===== src/rtl/nvcfg_pkg.sv =====
// Shared register map, field positions and constants for the
// configuration-bank transfer controller. Assumes an 8-bit address space.
package nvcfg_pkg;
    localparam int ADDR_W = 8;
    localparam int DATA_W = 16;

    localparam logic [ADDR_W-1:0] A_KEY  = 8'h31;
    localparam logic [ADDR_W-1:0] A_STAT = 8'h32;
    localparam logic [ADDR_W-1:0] A_ACC  = 8'h35;
    localparam logic [ADDR_W-1:0] A_MCTL = 8'h60;
    localparam logic [ADDR_W-1:0] A_SHD0 = 8'h90;

    localparam logic [DATA_W-1:0] UNLOCK_KEY = 16'hC0DE;

    localparam int F_WREN    = 0;
    localparam int F_REFR    = 1;
    localparam int F_SHEN    = 2;
    localparam int F_MODE_LO = 3;
    localparam int F_MODE_HI = 4;
    localparam int ACC_W     = 5;
    localparam int MDIS_BIT  = 15;

    localparam logic [1:0] MODE_BANK = 2'b10;

    typedef enum logic {
        DIR_TO_SHD = 1'b0,
        DIR_TO_NV  = 1'b1
    } xfer_dir_e;
endpackage


===== src/rtl/nvcfg_store.sv =====
// Nonvolatile word store model: one write port, one combinational read
// port, both addressed by the sequencer index. Assumes idx < NUM_WORDS.
module nvcfg_store
    import nvcfg_pkg::*;
#(
    parameter int NUM_WORDS = 7,
    localparam int IDX_W = (NUM_WORDS > 1) ? $clog2(NUM_WORDS) : 1
) (
    input  logic              clk,
    input  logic              rst_n,
    input  logic              we,
    input  logic [IDX_W-1:0]  idx,
    input  logic [DATA_W-1:0] wdata,
    output logic [DATA_W-1:0] rdata
);
    logic [DATA_W-1:0] mem_q [NUM_WORDS];

    // Per-word storage cells, cleared at reset to model a blank array.
    for (genvar g = 0; g < NUM_WORDS; g++) begin : g_cell
        always_ff @(posedge clk) begin
            if (!rst_n)
                mem_q[g] <= '0;
            else if (we && idx == IDX_W'(g))
                mem_q[g] <= wdata;
        end
    end

    // Read port driven by the sequencer index.
    assign rdata = mem_q[idx];
endmodule


===== src/rtl/nvcfg_seq.sv =====
// Transfer sequencer: once started, walks word indices upward, spending
// PROG_CYC cycles on each word and committing on its last cycle.
// Assumes start is only raised while idle.
module nvcfg_seq
    import nvcfg_pkg::*;
#(
    parameter int NUM_WORDS = 7,
    parameter int PROG_CYC  = 4,
    localparam int IDX_W = (NUM_WORDS > 1) ? $clog2(NUM_WORDS) : 1,
    localparam int CNT_W = (PROG_CYC > 1) ? $clog2(PROG_CYC) : 1
) (
    input  logic             clk,
    input  logic             rst_n,
    input  logic             start,
    input  logic             start_dir,
    output logic             busy,
    output logic [IDX_W-1:0] idx,
    output logic             nv_we,
    output logic             shd_ld
);
    localparam logic [CNT_W-1:0] CNT_LAST = CNT_W'(PROG_CYC - 1);
    localparam logic [IDX_W-1:0] IDX_LAST = IDX_W'(NUM_WORDS - 1);

    xfer_dir_e        dir_q;
    logic [CNT_W-1:0] cnt_q;
    logic             commit;

    // A word commits on the final cycle of its program window.
    assign commit = busy && (cnt_q == CNT_LAST);
    assign nv_we  = commit && (dir_q == DIR_TO_NV);
    assign shd_ld = commit && (dir_q == DIR_TO_SHD);

    // Busy flag, direction, per-word cycle counter and word index.
    always_ff @(posedge clk) begin
        if (!rst_n) begin
            busy  <= 1'b0;
            dir_q <= DIR_TO_SHD;
            cnt_q <= '0;
            idx   <= '0;
        end else if (!busy) begin
            if (start) begin
                busy  <= 1'b1;
                dir_q <= xfer_dir_e'(start_dir);
                cnt_q <= '0;
                idx   <= '0;
            end
        end else if (commit) begin
            cnt_q <= '0;
            if (idx == IDX_LAST)
                busy <= 1'b0;
            else
                idx <= idx + 1'b1;
        end else begin
            cnt_q <= cnt_q + 1'b1;
        end
    end
endmodule


===== src/rtl/nvcfg_regs.sv =====
// Register file: key, motor-control, transfer-control and the shadow bank,
// plus the read mux and the start decode. Assumes single-cycle bus writes.
module nvcfg_regs
    import nvcfg_pkg::*;
#(
    parameter int NUM_WORDS = 7,
    localparam int IDX_W = (NUM_WORDS > 1) ? $clog2(NUM_WORDS) : 1
) (
    input  logic              clk,
    input  logic              rst_n,
    input  logic              bus_wr,
    input  logic [ADDR_W-1:0] bus_addr,
    input  logic [DATA_W-1:0] bus_wdata,
    output logic [DATA_W-1:0] bus_rdata,
    input  logic              busy,
    input  logic [IDX_W-1:0]  xfer_idx,
    input  logic              ld_en,
    input  logic [DATA_W-1:0] ld_data,
    output logic [DATA_W-1:0] sh_data,
    output logic              start,
    output logic              start_dir,
    output logic              unlocked,
    output logic              mtr_dis,
    output logic [ACC_W-1:0]  ctrl_q
);
    logic [DATA_W-1:0] key_q;
    logic [DATA_W-1:0] shd_q [NUM_WORDS];
    logic              acc_wr;
    logic              mode_ok;

    assign unlocked  = (key_q == UNLOCK_KEY);
    assign acc_wr    = bus_wr && !busy && (bus_addr == A_ACC);
    assign mode_ok   = (bus_wdata[F_MODE_HI:F_MODE_LO] == MODE_BANK)
                     && !bus_wdata[F_SHEN] && !bus_wdata[F_REFR];
    assign start     = acc_wr && mode_ok && unlocked && mtr_dis;
    assign start_dir = bus_wdata[F_WREN];
    assign sh_data   = shd_q[xfer_idx];

    // Key register: accepts any value at any time.
    always_ff @(posedge clk) begin
        if (!rst_n)
            key_q <= '0;
        else if (bus_wr && bus_addr == A_KEY)
            key_q <= bus_wdata;
    end

    // Motor-disable control bit.
    always_ff @(posedge clk) begin
        if (!rst_n)
            mtr_dis <= 1'b0;
        else if (bus_wr && bus_addr == A_MCTL)
            mtr_dis <= bus_wdata[MDIS_BIT];
    end

    // Transfer-control fields, frozen while a transfer runs.
    always_ff @(posedge clk) begin
        if (!rst_n)
            ctrl_q <= '0;
        else if (acc_wr)
            ctrl_q <= bus_wdata[ACC_W-1:0];
    end

    // Shadow words: loaded by the sequencer or, when idle, by the bus.
    for (genvar g = 0; g < NUM_WORDS; g++) begin : g_shd
        localparam logic [ADDR_W-1:0] MY_ADDR = A_SHD0 + ADDR_W'(g);
        always_ff @(posedge clk) begin
            if (!rst_n)
                shd_q[g] <= '0;
            else if (ld_en && xfer_idx == IDX_W'(g))
                shd_q[g] <= ld_data;
            else if (bus_wr && !busy && bus_addr == MY_ADDR)
                shd_q[g] <= bus_wdata;
        end
    end

    // Read mux; unmapped addresses return zero.
    always_comb begin
        bus_rdata = '0;
        case (bus_addr)
            A_KEY:   bus_rdata = key_q;
            A_STAT:  bus_rdata = {{(DATA_W-1){1'b0}}, ~busy};
            A_ACC:   bus_rdata = DATA_W'(ctrl_q);
            A_MCTL:  bus_rdata = {mtr_dis, {(DATA_W-1){1'b0}}};
            default: begin
                for (int k = 0; k < NUM_WORDS; k++)
                    if (bus_addr == A_SHD0 + ADDR_W'(k))
                        bus_rdata = shd_q[k];
            end
        endcase
    end
endmodule


===== src/rtl/nvcfg_xfer_ctrl.sv =====
// Top: ties the register file, sequencer and store together. Assumes the
// shadow address window does not overlap the control registers.
module nvcfg_xfer_ctrl
    import nvcfg_pkg::*;
#(
    parameter int NUM_WORDS = 7,
    parameter int PROG_CYC  = 4,
    localparam int IDX_W = (NUM_WORDS > 1) ? $clog2(NUM_WORDS) : 1
) (
    input  logic              clk,
    input  logic              rst_n,
    input  logic              bus_wr,
    input  logic [ADDR_W-1:0] bus_addr,
    input  logic [DATA_W-1:0] bus_wdata,
    output logic [DATA_W-1:0] bus_rdata
);
    logic              busy_w;
    logic [IDX_W-1:0]  idx_w;
    logic              nv_we_w;
    logic              shd_ld_w;
    logic              start_w;
    logic              start_dir_w;
    logic              unlocked_w;
    logic              mtr_dis_w;
    logic [ACC_W-1:0]  ctrl_w;
    logic [DATA_W-1:0] sh_data_w;
    logic [DATA_W-1:0] nv_data_w;

    nvcfg_regs #(.NUM_WORDS(NUM_WORDS)) u_regs (
        .clk       (clk),
        .rst_n     (rst_n),
        .bus_wr    (bus_wr),
        .bus_addr  (bus_addr),
        .bus_wdata (bus_wdata),
        .bus_rdata (bus_rdata),
        .busy      (busy_w),
        .xfer_idx  (idx_w),
        .ld_en     (shd_ld_w),
        .ld_data   (nv_data_w),
        .sh_data   (sh_data_w),
        .start     (start_w),
        .start_dir (start_dir_w),
        .unlocked  (unlocked_w),
        .mtr_dis   (mtr_dis_w),
        .ctrl_q    (ctrl_w)
    );

    nvcfg_seq #(.NUM_WORDS(NUM_WORDS), .PROG_CYC(PROG_CYC)) u_seq (
        .clk       (clk),
        .rst_n     (rst_n),
        .start     (start_w),
        .start_dir (start_dir_w),
        .busy      (busy_w),
        .idx       (idx_w),
        .nv_we     (nv_we_w),
        .shd_ld    (shd_ld_w)
    );

    nvcfg_store #(.NUM_WORDS(NUM_WORDS)) u_store (
        .clk   (clk),
        .rst_n (rst_n),
        .we    (nv_we_w),
        .idx   (idx_w),
        .wdata (sh_data_w),
        .rdata (nv_data_w)
    );
endmodule


===== config.mk =====
export PLATFORM = sky130hd
export DESIGN_NAME = nvcfg_xfer_ctrl
export DESIGN_NICKNAME = d
export VERILOG_FILES = /design/src/rtl/nvcfg_pkg.sv /design/src/rtl/nvcfg_store.sv /design/src/rtl/nvcfg_seq.sv /design/src/rtl/nvcfg_regs.sv /design/src/rtl/nvcfg_xfer_ctrl.sv
export SDC_FILE = /design/constraint.sdc
export NUM_CORES = 1
export LEC_CHECK = 0
export ABC_AREA = 1
export BUFFER_PORTS_ARGS = -buffer_cell sky130_fd_sc_hd__buf_4
export CAP_MARGIN = 20
export CORE_ASPECT_RATIO = 0.8
export CORE_MARGIN = 10
export CORE_UTILIZATION = 45
export DETAILED_ROUTE_END_ITERATION = 10
export SYNTH_ARGS = -nofsm -noshare
export SYNTH_HDL_FRONTEND = slang
export SYNTH_HIERARCHICAL = 1
export SYNTH_SLANG_ARGS = --single-unit

===== constraint.sdc =====
create_clock -name clk -period 2.8 [get_ports clk]
set_clock_uncertainty 0.05 [all_clocks]
set_input_delay 0.28 -clock clk [delete_from_list [all_inputs] [get_ports clk]]
set_output_delay 0.28 -clock clk [all_outputs]
set_load 0.03 [all_outputs]

### Yosys cells after proc, flatten, opt, wreduce, memory -nomap -nowiden

Memory sizes are Yosys's and may differ from the RTL's. A register that Yosys moved wholly into a read port is not among the register bits.
Index checks and enable logic that the tools add are counted.

* equal/unequal tests: 22
* reduce and logical (&&, ||, !) cells: 40
* multiplexer cells: 115
* add/sub/neg operators: 2
* bitwise logic cells: 23

Operators with widths (number)
* $mux 16: 28
* $mux 1: 75
* $pmux 16 s4: 1
* $eq 8x8->1 const B: 7
* $logic_and 1x1->1: 33
* $eq 8x6->1 const B: 3
* $mux 3: 8
* $or 1x1->1: 21
* $eq 16x16->1 const B: 1
* $eq 3x3->1 const B: 3
* $eq 8x7->1 const B: 1
* $eq 3x2->1 const B: 2
* $mux 2: 3
* $eq 2x2->1 const B: 2
* $ne 2x2->1 const B: 2
* $add 3x1->3 const B: 1
* $eq 3x1->1 const B: 1
* $logic_not 1->1: 3
* $logic_not 3->1: 1
* $reduce_and 3->1: 1
* $add 2x1->2 const B: 1
* $not 1->1: 2
* $reduce_and 2->1: 1
* $reduce_bool 2->1: 1

* memories: 2
* register bits: 29
* word-level logic and storage cells: 211
* bits in writable memories: 224
* output and inout bits: 16
* input port bits: 27

Memory list
* u_regs.shd_q: words 7, bits a word 16, read ports 8, clocked after memory_dff 1, wr ports 7, RTL line nvcfg_regs.sv:27 `logic [DATA_W-1:0] shd_q [NUM_WORDS];`
* u_store.mem_q: words 7, bits a word 16, read ports 1, clocked after memory_dff 1, wr ports 7, RTL line nvcfg_store.sv:16 `logic [DATA_W-1:0] mem_q [NUM_WORDS];`

### Depth between registers and ports, before layout

* depth after elaboration: 10
* gate-level depth with buffers: 13
* gate-level depth less buffers: 13

### By module

The synthesis kept the hierarchy.

Modules (own cells, without submodules)
* nvcfg_regs: sequential area each 3803.6 µm², area each 7454.6 µm², cells an instance 840, times used 1
* nvcfg_store: sequential area each 3363.2 µm², area each 5182.5 µm², cells an instance 558, times used 1
* nvcfg_seq: sequential area each 140.1 µm², area each 367.9 µm², cells an instance 49, times used 1

### Worst setup path before layout

No wires, ideal clock.

* path kind: register to register
* start: register u_seq.cnt_q[0]
* end: memory u_regs.shd_q[3][0], enable pin
* stages on the path, launching flop included: 10
* library setup time: 372 ps
* slack: 531 ps
* arrival: 1847 ps
* clock period less this slack: 2269 ps
* data required time: 2378 ps
* buffers on the path: 2
* cells stage by stage: dfxtp_1 ha_1 nand2_2 nor2_1 nand2_1 nor2_1 or3_1 buf_6 buf_6 nand2_1

RTL lines
* from (decl): RTL line nvcfg_seq.sv:25 `logic [CNT_W-1:0] cnt_q;`
* from (signal assigned): RTL line nvcfg_seq.sv:54 `cnt_q <= cnt_q + 1'b1;`
* to (decl): RTL line nvcfg_regs.sv:27

==> impl_results.md <==
- Status: completed
- Post-Synthesis Cells: 1447
- Top cell type's share of synthesized area: 51.7%
- Die Y: between 150 and 200 um
- Dominant synthesized flop cell: edfxtp_1
- Placer Congestion: between 0.8 and 0.9
- Sinks on Clock Net: 253
- Synth area leaders: edfxtp_1, nand2_1, nor2_1, o22ai_1, nand3_1
- Core Box Area: ~0.028 mm^2
- TNS Setup: 0 ns
- Final Non-Filler Cells: 1885
- Worst endpoint required time: approximately 3.1 ns
- FMAX: approximately 430 MHz
- Row cnt: 55
- CTS Buffer Depth: 3
- CP cell instances: nor2_4 > buf_4 > nand2_1 > nand3_1 > nor2_1 > a31oi_1 > inv_1 > nor2_1
- Period minus WS final: about 2.4 ns
- Ant. Diodes: 0
- Area of the multi-input gates: ~0.0048 mm^2
- Crit-path max cell delay: roughly 0.46 ns
- Final Cycle Share: 83.9%
- Clock Pin Slew Worst Setup and Hold Paths: roughly 0.070 ns
- DRT Pass-1 Iters: 5
- IO Port Bufs: 42
- Post-synth EDFFs: 224
- CP Data Arrival Time: approximately 2.7 ns
- Worst-Margin Slew: around 0.85 ns
- I/O pin count: between 40 and 50
- Initial antenna violation count: 0
- Slowest-stage cell, CP: nor2_4
- Crit-path max FO: 17
- Netlist cell types: 39
- WL per Instance: ~20 um
- Most area-hungry cell type in the Yosys netlist: edfxtp_1
- Mapped Nets: between 1000 and 1500
- Dpl hpwl: roughly 26000 um
- Area post-placement: 0.0138 mm^2
- Crit end category: register
- Post-DRT Antenna Nets: 0
- Final Instance Area: ~0.015 mm^2
- DP Cell Count: roughly 1800
- CP most frequent cell: nor2_1
- Most common cell after layout, fill and taps aside: nand2_1
- Area Growth Syn to Fin: 13.3%
- Synth Warn #: 6
- Hold slack: 0.0150 ns
- # H-tree levels: 1
- Number of global-route vias before repair: around 10000
- Final net count: roughly 1500
- Maximum number of pins on one net before global-route repair: 53
- Worst-Skew Late Latency: about 0.54 ns
- Max-cap viol count: 0
- Share of layout cells above drive strength 1: between 10% and 20%
- Peak VDD IR: roughly 0.00042 V
- DR iter-0 viols: between 1000 and 1500
- Vias per Instance: slightly below 6
- GRT Overall Usage: 20.4%
- Worst Setup Path Type: reg -> reg
- Async set or reset register ratio after synthesis: 0%
- Die X-Extent: 210 um
- Seq/Total Area, Yosys: a little under three fifths
- Vias: ~11000
- Post-CTS Resized: 0
- Residual DRC: 0
- Unrepaired setup endpoints after global routing: false
- Gr ovfl total: 0
- Slew headroom: between 40 and 50%
- Final Max Slew Viols: 0
- Post-synthesis adder-cell area fraction: 0.289%
- HP Class: in -> reg
- Synth Area in XOR/XNOR: 0%
- Syn avg cell area: between 8 and 9 um^2
- Pwr dens: approximately 560 mW/mm^2
- Number of synthesized register bits: roughly 250
- WL final: 38000 um
- Mux contribution to synthesized area: 0%
- Cell Area, Synth: about 0.013 mm^2
- Static leakage: about 5.8 nW
- Setup violations, final: 0
- Count of final hold-check violations: 0
- Die area: between 0.03 and 0.04 mm^2
- Total CTS buffers: 27
- Largest family of logic cells by synthesized area: simple AND/OR/NAND/NOR gates
- Starting density of the core: a little under half
- CTS tree: built
- Fraction of the mapped netlist area in simple logic gates: 25.4%
- Filler cells: between 2000 and 3000
- Clock Root Buffer: clkbuf_16
- Most frequent cells in the layout: nand2_1, edfxtp_1, nor2_1
- Startpoint Class: register
- Synth Area in Compound Gates: between 10% and 20%
- Register Area: 0.00731 mm^2
- First-pass GRT wire length: around 59000 um
[routing by layer]
metal | GRT usage [%] | vias to the layer above | share of wire [%]
met5 | 0 | - | 0
met4 | 4.15 | 0 | 1.5
met3 | 2.38 | 60 | 7.0
met2 | 32.5 | 450 | 46
met1 | 29.4 | 5385 | 45
li1 | - | 5104 | -
[power by group]
group,switching [mW],leakage (nW),internal (mW)
registers,0.0675,2.36,4.26
clock network,1.48,0.412,1.92
logic,0.323,3.00,0.136
total,1.87,5.77,6.31
[worst max-delay path, delay by kind of cell (launching register included)]
family                 cells  cell delay [ns]
AND/OR/NAND/NOR            5             0.85
buffers and inverters      2             0.61
flip-flops                 1             0.40
AO/OA/AOI/OAI              1             0.25
[per-stage QoR]
stage          utilization (%)  setup slack, ns  power, mW
2_1_floorplan                -            0.531       4.64
3_3_place_gp              48.6            0.514       4.84
3_5_place_dp              48.6            0.515       4.85
4_1_cts                   52.0            0.508       8.23
5_1_grt                   52.0            0.328       8.44
6_report                  52.0            0.450       8.19
[cells by family (layout without fill, tap and decap cells)]
| group | Yosys count | count (layout) |
|---|---|---|
| AOI/OAI and AO/OA | 233 | 233 |
| and+or+nand+nor | 756 | 756 |
| adders and majority gates | 3 | 3 |
| DFF | 253 | 253 |
| buffers and inverters | 202 | 270 |
[worst paths after layout]
check | startpoint | to | slack, ns | cells after the start
min reg2reg | u_regs/ctrl_q[4] | u_regs/ctrl_q[4] | 0.41 | 2
max reg2reg | u_seq/idx[0] | u_store/mem_q[2][1] | 0.45 | 8
min | bus_wdata[0] | u_regs/ctrl_q[0] | 0.01 | 3
max | u_seq/idx[0] | u_store/mem_q[2][1] | 0.45 | 8
[flip-flops by register name (all words and copies together), names as in the netlist]
name            cells
u_regs/shd_q      112
u_seq/idx           3
u_regs/ctrl_q       5
u_seq/dir_q         1
u_seq/cnt_q         2
u_regs/key_q       16
u_store/mem_q     112
u_seq/busy          1
u_regs/mtr_dis      1
[final cells by class]
type	instances	share of cell area (%)
clock buffers	36	4.95
clock inverters	14	0.637
inverters	123	3.14
multi-input cells	992	32.8
flip-flops and latches	253	49.6
well taps	370	3.14
repair buffers	97	5.69
[Yosys cell counts, types with 2 or more instances]
| master | n |
|---|---|
| nand2_1 | 381 |
| edfxtp_1 | 224 |
| nor2_1 | 186 |
| nand3_1 | 117 |
| inv_1 | 109 |
| o22ai_1 | 106 |
| buf_2 | 37 |
| o21ai_0 | 37 |
| dfxtp_1 | 29 |
| a21oi_1 | 27 |
| nand4_1 | 23 |
| clkbuf_1 | 22 |
| a221oi_1 | 16 |
| a31oi_1 | 16 |
| o21bai_1 | 16 |
| inv_2 | 12 |
| nand2_2 | 12 |
| nand3_2 | 10 |
| nor2_4 | 10 |
| buf_1 | 9 |
| o22ai_2 | 9 |
| buf_4 | 7 |
| nor2_2 | 7 |
| buf_6 | 4 |
| ha_1 | 3 |
| a211oi_1 | 2 |
| a22oi_1 | 2 |
| nand2_4 | 2 |
| nor4_1 | 2 |
[what timing repair did]
action | CTS | global route
hold endpoints to repair | 16 | 0
buffers inserted | 0 | 0
hold buffers | 14 | 0
Note: power is estimated with default switching activity, not from simulation.
